File: src/rtl/pd_iso_pkg.sv
// Shared constants of the power-domain isolation unit: register byte
// offsets and the position of the flag that gates outbound signals.
package pd_iso_pkg;
    localparam int PG_OFS       = 'h00;  // read-only supply status
    localparam int IRQ_OFS      = 'h04;  // interrupt enables
    localparam int BUS_OFS      = 'h08;  // bus return enable
    localparam int LA_OFS       = 'h20;  // first logic-analyzer enable word
    localparam int PG_CORE1_BIT = 3;     // user-1 core supply flag
endpackage

File: src/rtl/pd_iso_sync.sv
// Multi-stage synchronizer for asynchronous level flags.
// Assumes each flag is a slow level; there is no pulse capture.
// Output is the last stage, reset to 0.
module pd_iso_sync #(
    parameter int W      = 4,
    parameter int STAGES = 2
) (
    input  logic         clk,
    input  logic         rst_n,
    input  logic [W-1:0] d,
    output logic [W-1:0] q
);
    logic [W-1:0] st [STAGES];

    // first stage samples the asynchronous input
    always_ff @(posedge clk) begin
        if (!rst_n) st[0] <= '0;
        else        st[0] <= d;
    end

    for (genvar k = 1; k < STAGES; k++) begin : g_stage
        // each later stage re-samples the previous one
        always_ff @(posedge clk) begin
            if (!rst_n) st[k] <= '0;
            else        st[k] <= st[k-1];
        end
    end

    assign q = st[STAGES-1];
endmodule

File: src/rtl/pd_iso_regs.sv
// Register file of the isolation unit: logic-analyzer enable words with
// byte-lane strobes, interrupt and bus enables, and a read-only status
// word. Assumes single-cycle accesses; reads are combinational.
module pd_iso_regs
    import pd_iso_pkg::*;
#(
    parameter int DW    = 32,
    parameter int AW    = 8,
    parameter int LA_W  = 128,
    parameter int IRQ_W = 3,
    parameter int PG_W  = 4
) (
    input  logic             clk,
    input  logic             rst_n,
    input  logic             sel,
    input  logic             we,
    input  logic [AW-1:0]    addr,
    input  logic [DW-1:0]    wdata,
    input  logic [DW/8-1:0]  be,
    input  logic [PG_W-1:0]  pg_status,
    output logic [DW-1:0]    rdata,
    output logic [LA_W-1:0]  la_en,
    output logic [IRQ_W-1:0] irq_en,
    output logic             bus_en
);
    localparam int NB       = DW / 8;
    localparam int LA_WORDS = LA_W / DW;

    logic [DW-1:0]       la_word [LA_WORDS];
    logic [LA_WORDS-1:0] la_hit;
    logic                irq_hit, bus_hit, pg_hit, wr, rd;

    assign wr      = sel & we;
    assign rd      = sel & ~we;
    assign irq_hit = (addr == AW'(IRQ_OFS));
    assign bus_hit = (addr == AW'(BUS_OFS));
    assign pg_hit  = (addr == AW'(PG_OFS));

    for (genvar w = 0; w < LA_WORDS; w++) begin : g_la
        assign la_hit[w] = (addr == AW'(LA_OFS + w * NB));
        assign la_en[w*DW +: DW] = la_word[w];

        // byte-lane update of one logic-analyzer enable word
        always_ff @(posedge clk) begin
            if (!rst_n) begin
                la_word[w] <= '0;
            end else if (wr && la_hit[w]) begin
                for (int b = 0; b < NB; b++)
                    if (be[b]) la_word[w][b*8 +: 8] <= wdata[b*8 +: 8];
            end
        end
    end

    // interrupt and bus enables, carried in byte lane 0
    always_ff @(posedge clk) begin
        if (!rst_n) begin
            irq_en <= '0;
            bus_en <= 1'b0;
        end else if (wr && be[0]) begin
            if (irq_hit) irq_en <= wdata[IRQ_W-1:0];
            if (bus_hit) bus_en <= wdata[0];
        end
    end

    // combinational read decode; unmapped addresses return zero
    always_comb begin
        rdata = '0;
        if (rd) begin
            if (pg_hit)  rdata = DW'(pg_status);
            if (irq_hit) rdata = DW'(irq_en);
            if (bus_hit) rdata = DW'(bus_en);
            for (int w = 0; w < LA_WORDS; w++)
                if (la_hit[w]) rdata = la_word[w];
        end
    end
endmodule

File: src/rtl/pd_iso_gate.sv
// Boundary gates: outbound signals forced to zero unless released,
// inbound signals ANDed bit by bit with their enables.
// Purely combinational; assumes enables come from registers.
module pd_iso_gate #(
    parameter int DW    = 32,
    parameter int LA_W  = 128,
    parameter int IRQ_W = 3,
    parameter int MO_W  = 32
) (
    input  logic             release_out,
    input  logic [MO_W-1:0]  mgmt_out,
    output logic [MO_W-1:0]  usr_out,
    input  logic [LA_W-1:0]  la_en,
    input  logic [LA_W-1:0]  usr_la,
    output logic [LA_W-1:0]  mgmt_la,
    input  logic [IRQ_W-1:0] irq_en,
    input  logic [IRQ_W-1:0] usr_irq,
    output logic [IRQ_W-1:0] mgmt_irq,
    input  logic             bus_en,
    input  logic [DW-1:0]    usr_bus_rdata,
    input  logic             usr_bus_ack,
    output logic [DW-1:0]    mgmt_bus_rdata,
    output logic             mgmt_bus_ack
);
    // outbound: hold at zero while the user supply is not released
    assign usr_out = release_out ? mgmt_out : '0;

    // inbound: per-bit AND so masked floating inputs resolve to zero
    assign mgmt_la        = usr_la & la_en;
    assign mgmt_irq       = usr_irq & irq_en;
    assign mgmt_bus_rdata = usr_bus_rdata & {DW{bus_en}};
    assign mgmt_bus_ack   = usr_bus_ack & bus_en;
endmodule

File: src/rtl/pd_iso_unit.sv
// Top of the power-domain boundary isolation unit. It synchronizes the
// supply flags, holds the enable registers and gates both directions.
// Assumes pg_raw is asynchronous and that the register port belongs to
// the management domain only.
module pd_iso_unit
    import pd_iso_pkg::*;
#(
    parameter int DW    = 32,
    parameter int AW    = 8,
    parameter int LA_W  = 128,
    parameter int IRQ_W = 3,
    parameter int PG_W  = 4,
    parameter int MO_W  = 32
) (
    input  logic             clk,
    input  logic             rst_n,
    input  logic             reg_sel,
    input  logic             reg_we,
    input  logic [AW-1:0]    reg_addr,
    input  logic [DW-1:0]    reg_wdata,
    input  logic [DW/8-1:0]  reg_be,
    output logic [DW-1:0]    reg_rdata,
    input  logic [PG_W-1:0]  pg_raw,
    input  logic [MO_W-1:0]  mgmt_out,
    output logic [MO_W-1:0]  usr_out,
    output logic             usr_oe,
    input  logic [LA_W-1:0]  usr_la,
    output logic [LA_W-1:0]  mgmt_la,
    input  logic [IRQ_W-1:0] usr_irq,
    output logic [IRQ_W-1:0] mgmt_irq,
    input  logic [DW-1:0]    usr_bus_rdata,
    input  logic             usr_bus_ack,
    output logic [DW-1:0]    mgmt_bus_rdata,
    output logic             mgmt_bus_ack
);
    logic [PG_W-1:0]  pg_sync;
    logic [LA_W-1:0]  la_en;
    logic [IRQ_W-1:0] irq_en;
    logic             bus_en;

    pd_iso_sync #(.W(PG_W), .STAGES(2)) u_sync (
        .clk(clk), .rst_n(rst_n), .d(pg_raw), .q(pg_sync)
    );

    pd_iso_regs #(
        .DW(DW), .AW(AW), .LA_W(LA_W), .IRQ_W(IRQ_W), .PG_W(PG_W)
    ) u_regs (
        .clk(clk), .rst_n(rst_n), .sel(reg_sel), .we(reg_we),
        .addr(reg_addr), .wdata(reg_wdata), .be(reg_be),
        .pg_status(pg_sync), .rdata(reg_rdata),
        .la_en(la_en), .irq_en(irq_en), .bus_en(bus_en)
    );

    // release needs the synchronized flag; removal uses the raw flag
    assign usr_oe = pg_sync[PG_CORE1_BIT] & pg_raw[PG_CORE1_BIT];

    pd_iso_gate #(
        .DW(DW), .LA_W(LA_W), .IRQ_W(IRQ_W), .MO_W(MO_W)
    ) u_gate (
        .release_out(usr_oe), .mgmt_out(mgmt_out), .usr_out(usr_out),
        .la_en(la_en), .usr_la(usr_la), .mgmt_la(mgmt_la),
        .irq_en(irq_en), .usr_irq(usr_irq), .mgmt_irq(mgmt_irq),
        .bus_en(bus_en), .usr_bus_rdata(usr_bus_rdata),
        .usr_bus_ack(usr_bus_ack), .mgmt_bus_rdata(mgmt_bus_rdata),
        .mgmt_bus_ack(mgmt_bus_ack)
    );
endmodule

File: config.mk
export PLATFORM = sky130hd
export DESIGN_NAME = pd_iso_unit
export DESIGN_NICKNAME = d
export VERILOG_FILES = /design/src/rtl/pd_iso_pkg.sv /design/src/rtl/pd_iso_sync.sv /design/src/rtl/pd_iso_regs.sv /design/src/rtl/pd_iso_gate.sv /design/src/rtl/pd_iso_unit.sv
export SDC_FILE = /design/constraint.sdc
export NUM_CORES = 1
export LEC_CHECK = 0
export BUFFER_PORTS_ARGS = -buffer_cell sky130_fd_sc_hd__buf_2
export CORE_AREA = 2 2 185 187
export DETAILED_ROUTE_END_ITERATION = 12
export DIE_AREA = 0 0 187 189
export HOLD_SLACK_MARGIN = 0.15
export SYNTH_ARGS = -nofsm -noshare
export SYNTH_HDL_FRONTEND = slang
export SYNTH_HIERARCHICAL = 1
export SYNTH_SLANG_ARGS = --single-unit
File: constraint.sdc
create_clock -name clk -period 4.5 [get_ports clk]
set_input_delay 0.9 -clock clk [delete_from_list [all_inputs] [get_ports clk]]
set_output_delay 0.9 -clock clk [all_outputs]
set_load 0.1 [all_outputs]
==> flow_metrics.py, run 1 <==
metrics = {
    "outcome": {
        "status": "complete, no violations",
    },
    "place": {
        "dp.cells": 1635,
        "io_buffers": 476,
        "placed_cell_area_sq_mm": 0.0112,
        "dp_hpwl_um": 24400,
        "pre_cts_slack_ns": 0.645,
        "gp_congestion": 0.823,
    },
    "sta": {
        "slew_headroom_pct": 35.1,
        "fin_crit_sh_pct": 86.5,
        "grt_setup_unrepaired": "no",
        "setup_viol": 0,
        "fin_skew_ns": 0.00782,
        "worstMarginPinSlew_ns": 0.967,
        "hold_ws_ns": 0.431,
        "setup_slack_ns": 0.609,
        "drv_slew": 0,
        "fmax_mhz": 257,
        "hold_violations": 0,
        "final.min_clock_period_ns": 3.89,
    },
    "synthesis": {
        "synthDistinctLibCells": 39,
        "syn_area_per_cell_sq_um": 10.8,
        "synth_top_area_cell": "edfxtp_1",
        "synthFlopType": "edfxtp_1",
        "syn_area_sq_mm": 0.00775,
        "synth_edf_count": 128,
        "synth_top_cell_area_share_pct": 49.6,
        "synthTopCellsByArea": "edfxtp_1 (50%), and2_1 (24%), mux2i_1 (4.3%)",
        "ys_ff_latch": 140,
        "synth_seq_area_share_pct": 52.7,
        "yosys_warnings": 6,
        "syn_nets": 963,
        "synthesis.instances": 715,
        "synthArstFlopShare_pct": 0,
    },
    "drt": {
        "firstDrtPassIters": 5,
        "avgRoutedWirePerCell_um": 18.8,
        "via_count": 7115,
        "viasPerCell": 4.27,
        "drt.antenna.violating_nets": 0,
        "wirelength_um": 31300,
        "drt_iter0_drc": 374,
        "drc": 0,
    },
    "worst_setup_path": {
        "rr_endpoint": "u_regs/bus_en",
        "cp_top_family": "buffers and inverters",
        "ff2ff_path_depth": 2,
        "cpMostUsedCell": "buf_2",
        "path_buf_inv": 3,
        "ff2ff_setup_slack_ns": 3.35,
        "worstPathArrival_ns": 2.99,
        "worstPathRequired_ns": 3.60,
        "cp-start-kind": "primary input",
        "crit_slowest_cell": "buf_2",
        "endpoint_kind": "output pin",
        "reg2reg_from": "u_regs/bus_en",
        "crit_chain": "buf_2, nor4b_1, buf_4, and2_1, o21ai_0, a221oi_1, buf_2",
        "max_stage_delay_ns": 0.54,
        "crit_type": "in -> out",
        "worstPathMaxFanout": 8,
    },
    "cts": {
        "cts_buffers": 17,
        "root_buffer": "clkbuf_16",
        "clk_latency_ns": 0.41,
        "cts_tree": "built",
        "clkTransAtPathRegs_ns": 0.07,
        "cts_setup_buffers": 0,
        "cts.sink_count": 140,
        "postCtsHoldBufs": 0,
        "clk_path_buf_depth": 2,
        "cts_resized": 0,
        "h-tree-depth": 4,
    },
    "power_and_ir_drop": {
        "powerDensity_mw_per_mm2": 328,
        "p_total_uw": 3870,
        "p_leak_uw": 0.00543,
        "vdd_drop_max_mv": 0.216,
    },
    "grt": {
        "use_met2_pct": 29.9,
        "grt_pass1_wl_um": 46100,
        "grt_max_degree": 36,
        "antenna_found_initial": 1,
        "grt.total_usage_pct": 17.4,
        "met1_usage_pct": 22.6,
        "grt-ovfl-total": 0,
        "grt_pass1_vias": 7358,
        "grt-busiest-layer": "met2",
        "use_met3_pct": 3.28,
    },
    "cells_and_area": {
        "fin_cells": 1666,
        "areaGrowthSynthToFinish_pct": 52.2,
        "mostFrequentLayoutCells": "buf_2 (447), and2_1 (301), edfxtp_1 (128)",
        "fillers": 3369,
        "antenna_cells": 0,
        "layout_commonest_cell": "buf_2",
        "stdcell_area_sq_mm": 0.0118,
        "drive_gt1_share_pct": 47.6,
        "nNetsFinal": 1454,
    },
    "floorplanning": {
        "initial_core_util_pct": 23.3,
        "die_x_um": 187,
        "fp.dieArea_sq_mm": 0.0353,
        "die_y_um": 189,
        "core.rowCount": 67,
        "num_io_pins": 477,
        "core_area_sq_mm": 0.0333,
    },
    "worst_hold_path": {
        "holdPathStages": 1,
        "worstHoldEndpoint": "u_sync/st[1][1]",
        "worstHoldStart": "u_sync/st[0][1]",
        "holdCritPathClass": "reg -> reg",
    },
    "flow_run": {
        "drv_cap": 0,
    },
}
## report_power, final
part / internal (uW) / switching (uW) / total, uW
logic: 195 / 665 / 861
registers: 1480 / 41.9 / 1520
clock network: 924 / 566 / 1490
## kinds of logic (layout without fill, tap and decap cells)
kind of cell           count (synthesis)  count (layout)  share of synthesized area, %
and+or+nand+nor                      420             420                          32.6
buffers and inverters                 29             532                          1.89
AOI/OAI and AO/OA                     84              84                          7.07
DFF                                  140             140                          52.7
muxes                                 42              42                          5.72
## metrics by stage
step / TNS [ns] / utilization (%)
2_1_floorplan: -1.64 / -
3_3_place_gp: 0 / 33.6
3_5_place_dp: 0 / 33.6
4_1_cts: 0 / 35.4
5_1_grt: 0 / 35.4
6_report: 0 / 35.4
## flip-flops by register name, summed over array words and instances, names as in the netlist
name / flops
u_regs/la_word: 128
u_regs/bus_en: 1
u_regs/irq_en: 3
u_sync/st: 8
## metal layers
metal  vias to the layer above  wire [um]  part of all wire, %
li1                       3446          -                    -
met1                      3390      13900                   44
met2                       256      15500                   50
met3                        21       1450                  4.6
met4                         2        437                  1.4
met5                         -         11                0.035
## Yosys cell counts, types with 8 or more instances
cell / instances
a22o_1: 27
and2_1: 302
and2_2: 33
buf_2: 8
dfxtp_1: 12
edfxtp_1: 128
mux2_2: 8
mux2i_1: 33
nand2_1: 40
nand3_1: 9
nor2_1: 18
o21ai_0: 47
## cell type report
type                    instances  area (sq um)  area share, %
flip-flops and latches        140          4080           34.6
multi-input cells             546          3530           30.0
repair buffers                500          3010           25.5
well taps                     448           561           4.75
clock buffers                  19           433           3.67
clock inverters                12           171           1.45
inverters                       1          3.75         0.0318
## worst max path at each step
stage                     start            to  slack [ns]  cells past startpoint
floorplan           reg_addr[5]  reg_rdata[1]       -0.56                      5
global placement    reg_addr[4]  reg_rdata[6]        0.67                      7
detailed placement  reg_addr[4]  reg_rdata[6]        0.64                      7
CTS                 reg_addr[4]  reg_rdata[6]        0.65                      7
global route        reg_addr[5]  reg_rdata[1]        0.45                      7
finish              reg_addr[5]  reg_rdata[1]        0.61                      7
## worst reg2reg max path, stage by stage (launching register included)
cell     delay [ns]
dfxtp_1        0.84
nand2_1        0.10
mux2i_1        0.14
No activity file was read; power rests on OpenSTA's default activity.
==> run 2, diff against run 1 <==
SYNTH_HIERARCHICAL = default   (was 1)
==> run 2 against run 1 <==
Count of clock-buffer cells in the layout rose by 1. Routed wire length is 2.4% higher. Via count is 0.93% higher. Clock skew decreased by 0.0075 ns. Final area down 0.31%. Power is 1.2% higher. Synthesized area shrank 0.29%. Critical path type unchanged. Critical endpoint is now reg_rdata[29].
==> flow_metrics.py, run 2 <==
metrics = {
    "synthesis": {
        "synth_seq_area_share_pct": 52.8,
        "synthDistinctLibCells": 34,
        "syn_area_per_cell_sq_um": 10.8,
        "ys_ff_latch": 140,
        "syn_area_sq_mm": 0.00773,
        "synth_top_area_cell": "edfxtp_1",
        "yosysMostFrequentCell": "and2_1",
        "synth_common_cells": "and2_1 (301), edfxtp_1 (128), o21ai_0 (49), and3_1 (38), nand2_1 (34)",
        "synth_top_cell_area_share_pct": 49.7,
        "synthArstFlopShare_pct": 0,
        "syn_nets": 966,
        "synthFlopType": "edfxtp_1",
        "synthesis.instances": 718,
        "synthTopCellsByArea": "edfxtp_1 (50%), and2_1 (24%), mux2i_1 (4.0%)",
        "synth_edf_count": 128,
        "yosys_warnings": 0,
    },
    "worst_setup_path": {
        "crit_chain": "buf_4, buf_4, mux2i_1, o21ai_0, a22o_1, buf_12",
        "crit_slowest_cell": "buf_4",
        "cp_top_family": "buffers and inverters",
        "worstPathRequired_ns": 3.60,
        "cpMostUsedCell": "buf_4",
        "ff2ff_setup_slack_ns": 3.04,
        "worstPathArrival_ns": 2.72,
        "rr_endpoint": "u_regs.bus_en",
        "reg2reg_from": "u_regs.bus_en",
        "cp-start-kind": "primary input",
        "endpoint_kind": "output pin",
        "ff2ff_path_depth": 2,
        "cp.depth": 6,
        "path_buf_inv": 3,
        "max_stage_delay_ns": 0.48,
        "crit_type": "in -> out",
        "worstPathMaxFanout": 25,
    },
    "cells_and_area": {
        "areaGrowthSynthToFinish_pct": 52.2,
        "nNetsFinal": 1445,
        "layout_commonest_cell": "buf_2",
        "reg_top3": "u_regs.la_word x128, u_sync.st x8, u_regs.irq_en x3",
        "top_register": "u_regs.la_word",
        "drive_gt1_share_pct": 44.2,
        "largest_reg_flops": 128,
        "mostFrequentLayoutCells": "buf_2 (446), and2_1 (301), edfxtp_1 (128)",
    },
    "worst_hold_path": {
        "worstHoldStart": "u_sync.st[0][2]",
        "worstHoldEndpoint": "u_sync.st[1][2]",
        "holdPathStages": 1,
        "holdCritPathClass": "reg -> reg",
    },
    "sta": {
        "final.min_clock_period_ns": 3.62,
        "setup_slack_ns": 0.884,
        "fin_crit_sh_pct": 80.4,
        "hold_violations": 0,
        "setup_viol": 0,
        "worstMarginPinSlew_ns": 1.06,
        "fin_setup_tns_ns": 0,
        "drv_slew": 0,
        "fin_skew_ns": 0.000359,
        "grt_setup_unrepaired": "no",
        "slew_headroom_pct": 29.0,
        "fmax_mhz": 277,
    },
    "power_and_ir_drop": {
        "combPwrFrac_pct": 21.8,
        "switching_share_pct": 32.7,
        "powerDensity_mw_per_mm2": 333,
        "clkPwrFrac_pct": 39.2,
        "switchingPower_uw": 1280,
        "p_leak_uw": 0.00548,
        "vdd_drop_max_mv": 0.232,
        "p_seq_share_pct": 39.1,
        "p_int_uw": 2640,
    },
    "cts": {
        "clkTransAtPathRegs_ns": 0.06,
        "cts_resized": 0,
        "cts_setup_buffers": 0,
        "root_buffer": "clkbuf_16",
        "cts_buffers": 17,
        "h-tree-depth": 4,
        "clk_latency_ns": 0.40,
        "clk_path_buf_depth": 2,
        "postCtsHoldBufs": 0,
        "cts.sink_count": 140,
        "cts_tree": "built",
    },
    "floorplanning": {
        "die_x_um": 187,
        "fp.dieArea_sq_mm": 0.0353,
        "core_area_sq_mm": 0.0333,
        "die_y_um": 189,
        "initial_core_util_pct": 23.2,
        "core.rowCount": 67,
        "num_io_pins": 477,
    },
    "drt": {
        "wirelength_um": 32000,
        "via_count": 7181,
        "drc": 0,
        "avgRoutedWirePerCell_um": 19.3,
        "firstDrtPassIters": 5,
        "drt_iter0_drc": 344,
        "drt.antenna.violating_nets": 0,
        "viasPerCell": 4.32,
    },
    "grt": {
        "antenna_found_initial": 6,
        "grt_max_degree": 36,
        "grt-ovfl-total": 0,
        "grt_pass1_wl_um": 45800,
        "grt_pass1_vias": 7225,
        "grt.total_usage_pct": 17.5,
    },
    "outcome": {
        "status": "complete, no violations",
    },
    "place": {
        "pre_cts_slack_ns": 0.797,
        "io_buffers": 476,
        "gp_congestion": 0.838,
        "dp_hpwl_um": 25100,
    },
    "flow_run": {
        "drv_cap": 0,
    },
}
-- run 2: changes by cell type after synthesis, moves of 6 or more --
cell      change
and2_2       -33
and3_1       +37
clkbuf_1      +9
clkbuf_2      -7
nand2_1       -6
-- run 2: cells by family after synthesis --
kind of cell,count (synthesis),share of synthesized area [%]
and+or+nand+nor,418,32.2
DFF,140,52.8
AOI/OAI and AO/OA,92,7.93
muxes,36,4.89
buffers and inverters,32,2.09
-- run 2: worst max-delay path by stage --
stage | startpoint | to
2_1_floorplan | reg_addr[3] | reg_rdata[3]
3_3_place_gp | reg_addr[3] | reg_rdata[31]
3_5_place_dp | reg_addr[3] | reg_rdata[31]
4_1_cts | reg_addr[3] | reg_rdata[31]
5_1_grt | reg_addr[3] | reg_rdata[31]
6_report | reg_addr[3] | reg_rdata[29]
-- run 2: layer usage --
layer	share of wire (%)	wire length [um]	up-vias	track usage [%]
met1	44	14100	3407	22.7
met5	0.18	57	-	0
met3	6.7	2130	19	4.82
met4	0.91	291	8	3.24
li1	-	-	3474	-
met2	48	15400	273	29.5
-- run 2: final cells by class --
class	instances	area (sq um)
clock inverters	12	188
flip-flops and latches	140	4080
fillers	3343	21500
diodes	3	7.51
well taps	448	561
clock buffers	20	457
repair buffers	491	2960
inverters	1	3.75
multi-input cells	546	3500
-- run 2: metrics by stage --
step	utilization [%]	area [sq um]	cells	hold slack [ns]	power, uW
finish	35.3	11800	1661	0.437	3920
global route	35.3	11800	1659	0.458	4050
CTS	35.3	11800	1658	0.440	3950
detailed placement	33.4	11100	1626	0.425	2420
global placement	33.4	11100	1626	0.419	2410
floorplan	-	7740	718	0.412	2150
-- run 2: power by group through the flow --
stage	logic, uW	clock network, uW	registers (uW)
after floorplan	629	0	1520
after global placement	853	0	1560
after detailed placement	858	0	1560
after CTS	859	1560	1530
after global routing	893	1620	1540
final	853	1530	1530
-- run 2: worst register-to-register path, stage by stage, from the launching register on --
cell	delay, ns
dfxtp_1	0.94
o311ai_0	0.31
o41ai_1	0.12
